<file path="config.mk">
export PLATFORM = sky130hd
export DESIGN_NAME = gpio6_clkout_port
export DESIGN_NICKNAME = d
export VERILOG_FILES = /design/src/rtl/gpio6_pkg.sv /design/src/rtl/gpio6_sync.sv /design/src/rtl/gpio6_regs.sv /design/src/rtl/gpio6_pinmux.sv /design/src/rtl/gpio6_clkout_port.sv
export SDC_FILE = /design/constraint.sdc
export NUM_CORES = 1
export LEC_CHECK = 0
export BUFFER_PORTS_ARGS = -buffer_cell sky130_fd_sc_hd__buf_2
export CAP_MARGIN = 15
export CORE_ASPECT_RATIO = 1.4
export CORE_MARGIN = 5
export CORE_UTILIZATION = 30
export CTS_CLUSTER_DIAMETER = 40
export DETAILED_ROUTE_END_ITERATION = 8
export RECOVER_POWER = 50
export SETUP_SLACK_MARGIN = 0.4
export SYNTH_ARGS = -nofsm -noshare
export SYNTH_HDL_FRONTEND = slang
export SYNTH_SLANG_ARGS = --single-unit
export TNS_END_PERCENT = 10
</file>
<file path="constraint.sdc">
create_clock -name clk -period 4.95 [get_ports clk]
set_input_delay 0.7425 -clock clk [delete_from_list [all_inputs] [get_ports clk]]
set_output_delay 0.7425 -clock clk [all_outputs]
set_load 0.01 [all_outputs]
</file>
<file path="src/rtl/gpio6_pkg.sv">
// Shared constants for the six-pin GPIO port.
// Assumes an 8-bit register bus; the pin count must leave room for the
// reserved bit and the clock-output switch in the direction register.
package gpio6_pkg;
    localparam int BUS_W         = 8;
    localparam int ADDR_W        = 8;
    localparam int PIN_COUNT     = 6;
    localparam int CLKOUT_PIN    = 2;
    localparam int SWITCH_BIT    = 7;
    localparam logic [ADDR_W-1:0] ADDR_DATA = 8'h02;
    localparam logic [ADDR_W-1:0] ADDR_DIR  = 8'h06;

    // Which register a bus address selects.
    typedef enum logic [1:0] {
        SEL_NONE = 2'd0,
        SEL_DATA = 2'd1,
        SEL_DIR  = 2'd2
    } reg_sel_e;
endpackage

</file>
<file path="src/rtl/gpio6_sync.sv">
// Multi-stage synchronizer for the pad input levels.
// Assumes pad inputs are asynchronous to clk; STAGES must be at least 2.
// Resets to all zeros so reads are defined right after reset.
module gpio6_sync #(
    parameter int WIDTH  = 6,
    parameter int STAGES = 2
) (
    input  logic             clk,
    input  logic             rst_n,
    input  logic [WIDTH-1:0] async_in,
    output logic [WIDTH-1:0] sync_out
);
    logic [WIDTH-1:0] stage_q [STAGES];

    genvar s;
    generate
        for (s = 0; s < STAGES; s++) begin : g_stage
            if (s == 0) begin : g_first
                // First stage: capture the raw pad level.
                always_ff @(posedge clk) begin
                    if (!rst_n) stage_q[0] <= '0;
                    else        stage_q[0] <= async_in;
                end
            end else begin : g_next
                // Later stages: let metastability settle.
                always_ff @(posedge clk) begin
                    if (!rst_n) stage_q[s] <= '0;
                    else        stage_q[s] <= stage_q[s-1];
                end
            end
        end
    endgenerate

    assign sync_out = stage_q[STAGES-1];
endmodule

</file>
<file path="src/rtl/gpio6_regs.sv">
// Register file of the GPIO port: data latch, direction bits and the
// clock-output switch, plus the combinational read multiplexer.
// Assumes a single-cycle write strobe sampled on the rising edge. The data
// latch has no reset on purpose: reset must leave the port data untouched.
module gpio6_regs
    import gpio6_pkg::*;
#(
    parameter int               NPINS     = PIN_COUNT,
    parameter int               DW        = BUS_W,
    parameter int               AW        = ADDR_W,
    parameter int               SW_BIT    = SWITCH_BIT,
    parameter logic [AW-1:0]    DATA_ADDR = ADDR_DATA,
    parameter logic [AW-1:0]    DIR_ADDR  = ADDR_DIR
) (
    input  logic             clk,
    input  logic             rst_n,
    input  logic [AW-1:0]    bus_addr,
    input  logic             bus_wr,
    input  logic [DW-1:0]    bus_wdata,
    input  logic [NPINS-1:0] pin_sync,
    output logic [DW-1:0]    bus_rdata,
    output logic [NPINS-1:0] latch_q,
    output logic [NPINS-1:0] dir_q,
    output logic             clken_q
);
    localparam int PAD_W = DW - NPINS;

    reg_sel_e         sel;
    logic             wr_data;
    logic             wr_dir;
    logic [NPINS-1:0] data_view;

    // Decode the bus address into a register select.
    always_comb begin
        if (bus_addr == DATA_ADDR)     sel = SEL_DATA;
        else if (bus_addr == DIR_ADDR) sel = SEL_DIR;
        else                           sel = SEL_NONE;
    end

    assign wr_data = bus_wr && (sel == SEL_DATA);
    assign wr_dir  = bus_wr && (sel == SEL_DIR);

    // Data latch: loaded by bus writes only, untouched by reset.
    always_ff @(posedge clk) begin
        if (wr_data) latch_q <= bus_wdata[NPINS-1:0];
    end

    // Direction bits and clock-output switch: cleared by reset.
    always_ff @(posedge clk) begin
        if (!rst_n) begin
            dir_q   <= '0;
            clken_q <= 1'b0;
        end else if (wr_dir) begin
            dir_q   <= bus_wdata[NPINS-1:0];
            clken_q <= bus_wdata[SW_BIT];
        end
    end

    // Per-pin read view: latch for outputs, synchronized level for inputs.
    genvar p;
    generate
        for (p = 0; p < NPINS; p++) begin : g_view
            assign data_view[p] = dir_q[p] ? latch_q[p] : pin_sync[p];
        end
    endgenerate

    // Read multiplexer; reserved and unused bits return zero.
    always_comb begin
        bus_rdata = '0;
        unique case (sel)
            SEL_DATA: bus_rdata = {{PAD_W{1'b0}}, data_view};
            SEL_DIR: begin
                bus_rdata[NPINS-1:0] = dir_q;
                bus_rdata[SW_BIT]    = clken_q;
            end
            default:  bus_rdata = '0;
        endcase
    end
endmodule

</file>
<file path="src/rtl/gpio6_pinmux.sv">
// Pad output multiplexer: drives latch bits and direction enables to the
// pads, and replaces one chosen pin with the block clock when the switch
// is on. Assumes CLK_PIN is a valid pin index.
module gpio6_pinmux #(
    parameter int NPINS   = 6,
    parameter int CLK_PIN = 2
) (
    input  logic             clk,
    input  logic             clken,
    input  logic [NPINS-1:0] latch,
    input  logic [NPINS-1:0] dir,
    output logic [NPINS-1:0] pad_out,
    output logic [NPINS-1:0] pad_oe
);
    genvar p;
    generate
        for (p = 0; p < NPINS; p++) begin : g_pin
            if (p == CLK_PIN) begin : g_clkpin
                // Clock-capable pin: the switch overrides level and enable.
                always_comb begin
                    pad_out[p] = clken ? clk  : latch[p];
                    pad_oe[p]  = clken ? 1'b1 : dir[p];
                end
            end else begin : g_plain
                // Ordinary pin: latch level, direction enable.
                always_comb begin
                    pad_out[p] = latch[p];
                    pad_oe[p]  = dir[p];
                end
            end
        end
    endgenerate
endmodule

</file>
<file path="src/rtl/gpio6_clkout_port.sv">
// Top of the six-pin GPIO port with a clock-output override on pin 2.
// Assumes synchronous active-low reset and an 8-bit register bus. Pad
// inputs go through a synchronizer before software can read them.
module gpio6_clkout_port
    import gpio6_pkg::*;
#(
    parameter int               NPINS       = PIN_COUNT,
    parameter int               CLK_PIN     = CLKOUT_PIN,
    parameter int               SYNC_STAGES = 2,
    parameter int               DW          = BUS_W,
    parameter int               AW          = ADDR_W,
    parameter int               SW_BIT      = SWITCH_BIT,
    parameter logic [AW-1:0]    DATA_ADDR   = ADDR_DATA,
    parameter logic [AW-1:0]    DIR_ADDR    = ADDR_DIR
) (
    input  logic             clk,
    input  logic             rst_n,
    input  logic [AW-1:0]    bus_addr,
    input  logic             bus_wr,
    input  logic [DW-1:0]    bus_wdata,
    output logic [DW-1:0]    bus_rdata,
    input  logic [NPINS-1:0] pad_in,
    output logic [NPINS-1:0] pad_out,
    output logic [NPINS-1:0] pad_oe
);
    logic [NPINS-1:0] pin_sync;
    logic [NPINS-1:0] latch_q;
    logic [NPINS-1:0] dir_q;
    logic             clken_q;

    gpio6_sync #(
        .WIDTH  (NPINS),
        .STAGES (SYNC_STAGES)
    ) u_sync (
        .clk      (clk),
        .rst_n    (rst_n),
        .async_in (pad_in),
        .sync_out (pin_sync)
    );

    gpio6_regs #(
        .NPINS     (NPINS),
        .DW        (DW),
        .AW        (AW),
        .SW_BIT    (SW_BIT),
        .DATA_ADDR (DATA_ADDR),
        .DIR_ADDR  (DIR_ADDR)
    ) u_regs (
        .clk       (clk),
        .rst_n     (rst_n),
        .bus_addr  (bus_addr),
        .bus_wr    (bus_wr),
        .bus_wdata (bus_wdata),
        .pin_sync  (pin_sync),
        .bus_rdata (bus_rdata),
        .latch_q   (latch_q),
        .dir_q     (dir_q),
        .clken_q   (clken_q)
    );

    gpio6_pinmux #(
        .NPINS   (NPINS),
        .CLK_PIN (CLK_PIN)
    ) u_pinmux (
        .clk     (clk),
        .clken   (clken_q),
        .latch   (latch_q),
        .dir     (dir_q),
        .pad_out (pad_out),
        .pad_oe  (pad_oe)
    );
endmodule

</file>
Yosys cells after proc, flatten, opt, wreduce, memory -nomap -nowiden
Memories as Yosys holds them, arrays and structs flattened.
Cells that the tools add are included.
{"block": "totals", "regBits": 13, "latchBits": 0, "mem_bits_rw": 12, "mem_bits_ro": 0, "input_bits": 25, "output_inout_bits": 20, "elab_cells": 28, "mem_count": 1}
{"name": "u_sync.stage_q", "depth": 2, "width": 6, "rd": 2, "rd_clocked_by_memory_dff": 0, "wr": 2, "line": "gpio6_sync.sv:13", "rtl": "logic [WIDTH-1:0] stage_q [STAGES];"}
{"block": "classes", "n_addsub": 0, "multipliers": 0, "div_mod_pow": 0, "magnitude_cmp": 0, "n_eq_ne": 4, "n_shift": 0, "n_mux": 16, "n_bitwise": 2, "reduce_logical": 2}
{"operator": "6-bit two-way mux", "n": 2}
{"operator": "6-bit one-hot mux with 2 select lines", "n": 1}
{"operator": "1-bit two-way mux", "n": 11}
{"operator": "8-bit by 2-bit equality test with 1-bit output, second input constant", "n": 1}
{"operator": "8-bit by 3-bit equality test with 1-bit output, second input constant", "n": 1}
{"operator": "2-bit two-way mux", "n": 2}
{"operator": "2-bit by 1-bit equality test with 1-bit output, second input constant", "n": 1}
{"operator": "2-bit equality test, second input constant", "n": 1}
{"operator": "1-bit logical AND", "n": 2}
{"operator": "1-bit OR", "n": 2}

Depth between registers and ports, before layout
Gate-level depths: netlist (run 1).
{"block": "depth", "depth_word": 5, "ltp_mapped": 4, "ltp_nobuf": 3}

Hierarchy
A second synthesis (run 1) with hierarchy kept.
{"block": "unflattened", "hier_cells": 100, "hier_area_um2": 1084.8}
{"mod": "gpio6_regs", "instances": 1, "cells_each": 63, "area_each_um2": 651.9, "seq_area_each_um2": 320.3}
{"mod": "gpio6_sync", "instances": 1, "cells_each": 25, "area_each_um2": 336.6, "seq_area_each_um2": 240.2}
{"mod": "gpio6_pinmux", "instances": 1, "cells_each": 12, "area_each_um2": 96.3, "seq_area_each_um2": 0.0}

==> results.yml, run 1 <==
floorplanning:
  start_util: 0.313
  pin_count: 45
  die_w_um: 60.4
  core_um2: 3410
  dieArea_um2: 4870
  die_y_um: 80.6
  num_rows: 25
detailed_routing:
  vias_per_cell: 4.41
  postRouteAntennaNets: 0
  vias: 772
  wire_per_inst_um: 13.1
  highest_layer: "met4"
  drtIter0Drc: 14
  wl_met2_mm: 1.13
  drc: 0
  dr_wl_met3_um: 224
  wl_met1_um: 908
  wirelength_mm: 2.29
  dr.pass1.iters: 4
power:
  ir_worst_vdd_mv: 0.211
  power_density_nw_per_um2: 316
  total_power_uw: 415
  p_leak_nw: 0.599
clock_network:
  clk_latency_ps: 370
  hold_buffers: 0
  clkSlewWorstSetupHoldPaths_ps: 90
  post_cts_buffers: 0
  cts_tree: "yes"
  cts_resized: 0
yosys:
  yosysWarnings: 0
  synth_ff_type: "dfxtp_1"
  syn_inst: 101
  syn_area_um2: 1070
  synth_fp_nets: 126
  synthTopCellsByArea: "dfxtp_1 36%, edfxtp_1 17%, buf_4 7.7%, and2_1 7.0%, mux2i_1 6.6%"
  yosysTopAreaCellShare: 0.356
  syn_avg_cell_area_um2: 10.6
  yosysUniqueCellTypes: 20
  synth-async-reset-ratio: 0
  ys_ff_latch: 25
  yosysTopAreaCell: "dfxtp_1"
  synth.most_common_cell: "dfxtp_1"
  synth_common_cells: "19 x dfxtp_1, 15 x nand2_1, 12 x and2_1, 11 x buf_4, 7 x mux2i_1"
  synth-seq-area-share: 0.525
  synth_edf_count: 6
timing:
  slew_headroom: 0.277
  setup_violations: 0
  finClkSkew_ps: 6.49
  worst_pin_slew_ps: 1080
  rsz0062_at_grt: "false"
  setup_tns_ps: 0
  setup_ws_ps: 1110
  final_max_slew_viol_count: 0
  hold_viol: 0
final_layout:
  drive_gt1_frac: 0.444
  final_cells: 175
  fin_nets: 161
  fin_area_um2: 1320
  n_fill_cell: 354
  diodes: 0
  area_delta_synth_final_pct: 23.2
status:
  status: "finished clean"
placed_design:
  dpl-instance-area_um2: 1230
  place.gp.congestion: 0.720
  dp.cells: 168
  io_buffers: 42
  hpwl_mm: 1.65
  dpl_worst_slack_ps: 1360
worst_setup_path:
  startpoint_type: "clock port"
  cp_common_cell: "clkbuf_8"
  critPathMaxStageDelay_ps: 250
  cp_slowest_cell: "mux2_2"
  crit_required_ps: 4210
  end_kind: "output port"
  ff2ff_setup_slack_ps: 4280
  cp_cell_sequence: "clkbuf_8, clkbuf_8, mux2_2, buf_2"
  worst_ep_arrival_time_ps: 3090
  crit_fanout: 2
  crit_type: "clock port to output port"
global_routing:
  gr-usage-all-layers: 0.103
  grt_pass1_wl_mm: 3.69
  antenna_found_initial: 0
  grt_pass1_vias: 838
  grt_max_degree: 27
  gr-total-overflow: 0
job:
  timing.max_cap.violations: 0
hold_path:
  worstHoldPathType: "register to register"
## worst max-delay path: cells and delay by family
kind | cells | cell delay (ps)
buf+inv | 3 | 370
mux | 1 | 250
## logic make-up after synthesis
group,synth area share
and+or+nand+nor,0.246
DFF,0.525
buffers and inverters,0.0926
AOI/OAI and AO/OA,0.0563
muxes,0.0762
other,0.00351
## sequential cells by signal, summed over array words and instances (netlist names)
signal          cells
u_sync.stage_q     12
u_regs.dir_q        6
u_regs.latch_q      6
u_regs.clken_q      1
## power by group
group | internal [mW] | switching (mW) | leakage (nW) | total, mW
Combinational | 0.0114 | 0.0117 | 0.335 | 0.0230
Clock | 0.108 | 0.0704 | 0.0545 | 0.178
Sequential | 0.213 | 0.000855 | 0.210 | 0.214
Total | 0.332 | 0.0829 | 0.599 | 0.415
## metrics by stage
| stage | hold slack, ps | utilization |
|---|---|---|
| after CTS | 441 | 0.386 |
| final | 441 | 0.386 |
| after global placement | 417 | 0.360 |
| after floorplan | 412 | - |
| after detailed placement | 420 | 0.360 |
| after global routing | 470 | 0.386 |
## routing by layer
metal	track usage	up-vias
met5	0	-
met4	0.0629	0
met3	0.0370	3
met2	0.169	31
met1	0.110	346
li1	-	392
## path summary, 6_finish.rpt
check / depth (start not counted) / from / endpoint
setup / recovery: 4 / clk / pad_out[2]
hold / removal: 1 / u_sync.stage_q[0][4] / u_sync.stage_q[1][4]
setup reg to reg: 2 / u_regs.dir_q[4] / u_regs.dir_q[4]
hold reg to reg: 1 / u_sync.stage_q[0][4] / u_sync.stage_q[1][4]
## cells in the final DEF, fill, tap and decap left out, drive strengths merged
cell / count
a21oi: 6
and2: 12
buf: 41
clkbuf: 7
clkinv: 1
conb: 1
dfxtp: 19
edfxtp: 6
mux2: 1
mux2i: 7
nand2: 16
nand4: 1
nor2: 1
nor3b: 2
nor4: 1
o21ai: 6
or2: 1
or3b: 6
## final cells by class
type	count	area, um2	share of cell area
Multi-Input combinational cell	61	408	0.310
Sequential cell	25	561	0.426
Clock inverter	1	5.00	0.00381
Tap cell	40	50.0	0.0381
Timing Repair Buffer	41	204	0.155
Clock buffer	7	87.6	0.0666
Power figures use the tool's default switching activity.
==> run 2, diff against run 1 <==
- clock period: 4.95 -> 3.08 ns (I/O delays scaled with it)
==> run 2 against run 1 <==
Routed wire length shrank 0.22%; first-iteration DRC count grew 14%; combinational power grew 61%; critical path type unchanged; largest power group unchanged.
==> results.yml, run 2 (synthesis gave the netlist of run 1 again) <==
job:
  timing.max_cap.violations: 0
placed_design:
  dpl_worst_slack_ps: 710
  io_buffers: 42
  hpwl_mm: 1.72
  dpl-instance-area_um2: 1240
  place.gp.congestion: 0.718
worst_setup_path:
  crit_required_ps: 2620
  crit_type: "clock port to output port"
  startpoint_type: "clock port"
  worst_ep_arrival_time_ps: 2150
  end_kind: "output port"
  crit_fanout: 2
power:
  seq_power_share: 0.517
  p_clk_frac: 0.427
  p_int_uw: 533
  ir_worst_vdd_mv: 0.359
  net-switching-power_uw: 132
  p_leak_nw: 0.602
  power_density_nw_per_um2: 503
  p_comb_frac: 0.056
  p_sw_frac: 0.198
floorplanning:
  die_w_um: 60.4
  die_y_um: 80.6
  pin_count: 45
  start_util: 0.313
  num_rows: 25
  dieArea_um2: 4870
  core_um2: 3410
global_routing:
  antenna_found_initial: 0
  gr-usage-all-layers: 0.110
  grt_max_degree: 27
  grt_pass1_wl_mm: 3.73
  gr-total-overflow: 0
  grt_pass1_vias: 841
hold_path:
  worstHoldPathType: "input port to register"
timing:
  setup_violations: 0
  slew_headroom: 0.382
  setup_tns_ps: 0
  final_max_slew_viol_count: 0
  hold_viol: 0
  finClkSkew_ps: 2.64
  setup_ws_ps: 473
  rsz0062_at_grt: "false"
  worst_pin_slew_ps: 927
final_layout:
  diodes: 0
  n_fill_cell: 359
  largestRegisters: "u_sync.stage_q (12), u_regs.dir_q (6), u_regs.latch_q (6)"
  final_common_cell: "buf_2"
  layout_common_cells: "40 x buf_2, 19 x dfxtp_1, 15 x nand2_1"
  top_register: "u_sync.stage_q"
  area_delta_synth_final_pct: 23.8
  fin_nets: 162
  drive_gt1_frac: 0.441
  fin_area_um2: 1320
  largest_reg_flops: 12
detailed_routing:
  drc: 0
  wire_per_inst_um: 13.0
  vias: 778
  vias_per_cell: 4.42
  postRouteAntennaNets: 0
  drtIter0Drc: 16
  dr.pass1.iters: 3
  wirelength_mm: 2.28
clock_network:
  cts_tree: "yes"
  hold_buffers: 0
  post_cts_buffers: 0
  clk_latency_ps: 370
  clkSlewWorstSetupHoldPaths_ps: 80
  cts_resized: 0
status:
  status: "finished clean"
==> run 2: cell count changes in the layout (fill, tap and decap cells not counted), sizes merged <==
| cell | before | now |
|---|---|---|
| clkbuf | 7 | 8 |
==> run 2: through the flow <==
stage	utilization	cells	hold slack (ps)	power, mW
after global routing	0.388	176	254	0.703
after floorplan	-	101	412	0.371
after CTS	0.388	176	270	0.674
after detailed placement	0.363	169	421	0.391
final	0.388	176	279	0.665
after global placement	0.363	169	417	0.389
==> run 2: path summary, 6_finish.rpt <==
kind | from | end | slack, ps | cells past startpoint
setup / recovery | clk | pad_out[2] | 470 | 4
hold / removal | bus_wdata[4] | u_regs.latch_q[4] | 280 | 1
setup reg to reg | u_regs.clken_q | u_regs.clken_q | 2410 | 2
hold reg to reg | u_sync.stage_q[0][4] | u_sync.stage_q[1][4] | 440 | 1
==> run 2: layer usage <==
layer,share of wire,vias up,global-route usage
li1,-,397,-
met1,0.36,347,0.101
met2,0.52,31,0.185
met3,0.096,3,0.0482
met4,0.017,0,0.0803
met5,0,-,0
==> run 2: cell type report <==
type / count / area, um2 / area share
sequential: 25 / 561 / 0.424
multi-input combinational: 61 / 408 / 0.309
timing repair buffer: 42 / 210 / 0.159
clock buffer: 7 / 87.6 / 0.0663
tap: 40 / 50.0 / 0.0379
clock inverter: 1 / 5.00 / 0.00379
==> run 2: power by group through the flow <==
stage                     registers, mW  clock network (mW)  logic [mW]
after CTS                         0.344               0.292      0.0383
after global placement            0.352            0.000322      0.0367
after detailed placement          0.352            0.000322      0.0383
after global routing              0.345               0.317      0.0414
after floorplan                   0.351            0.000288      0.0192
final                             0.344               0.284      0.0370
==> run 2: worst max-delay path: stages <==
cell and delay (ps):
clkbuf_8 110, clkbuf_8 110, mux2_2 240, buf_2 140
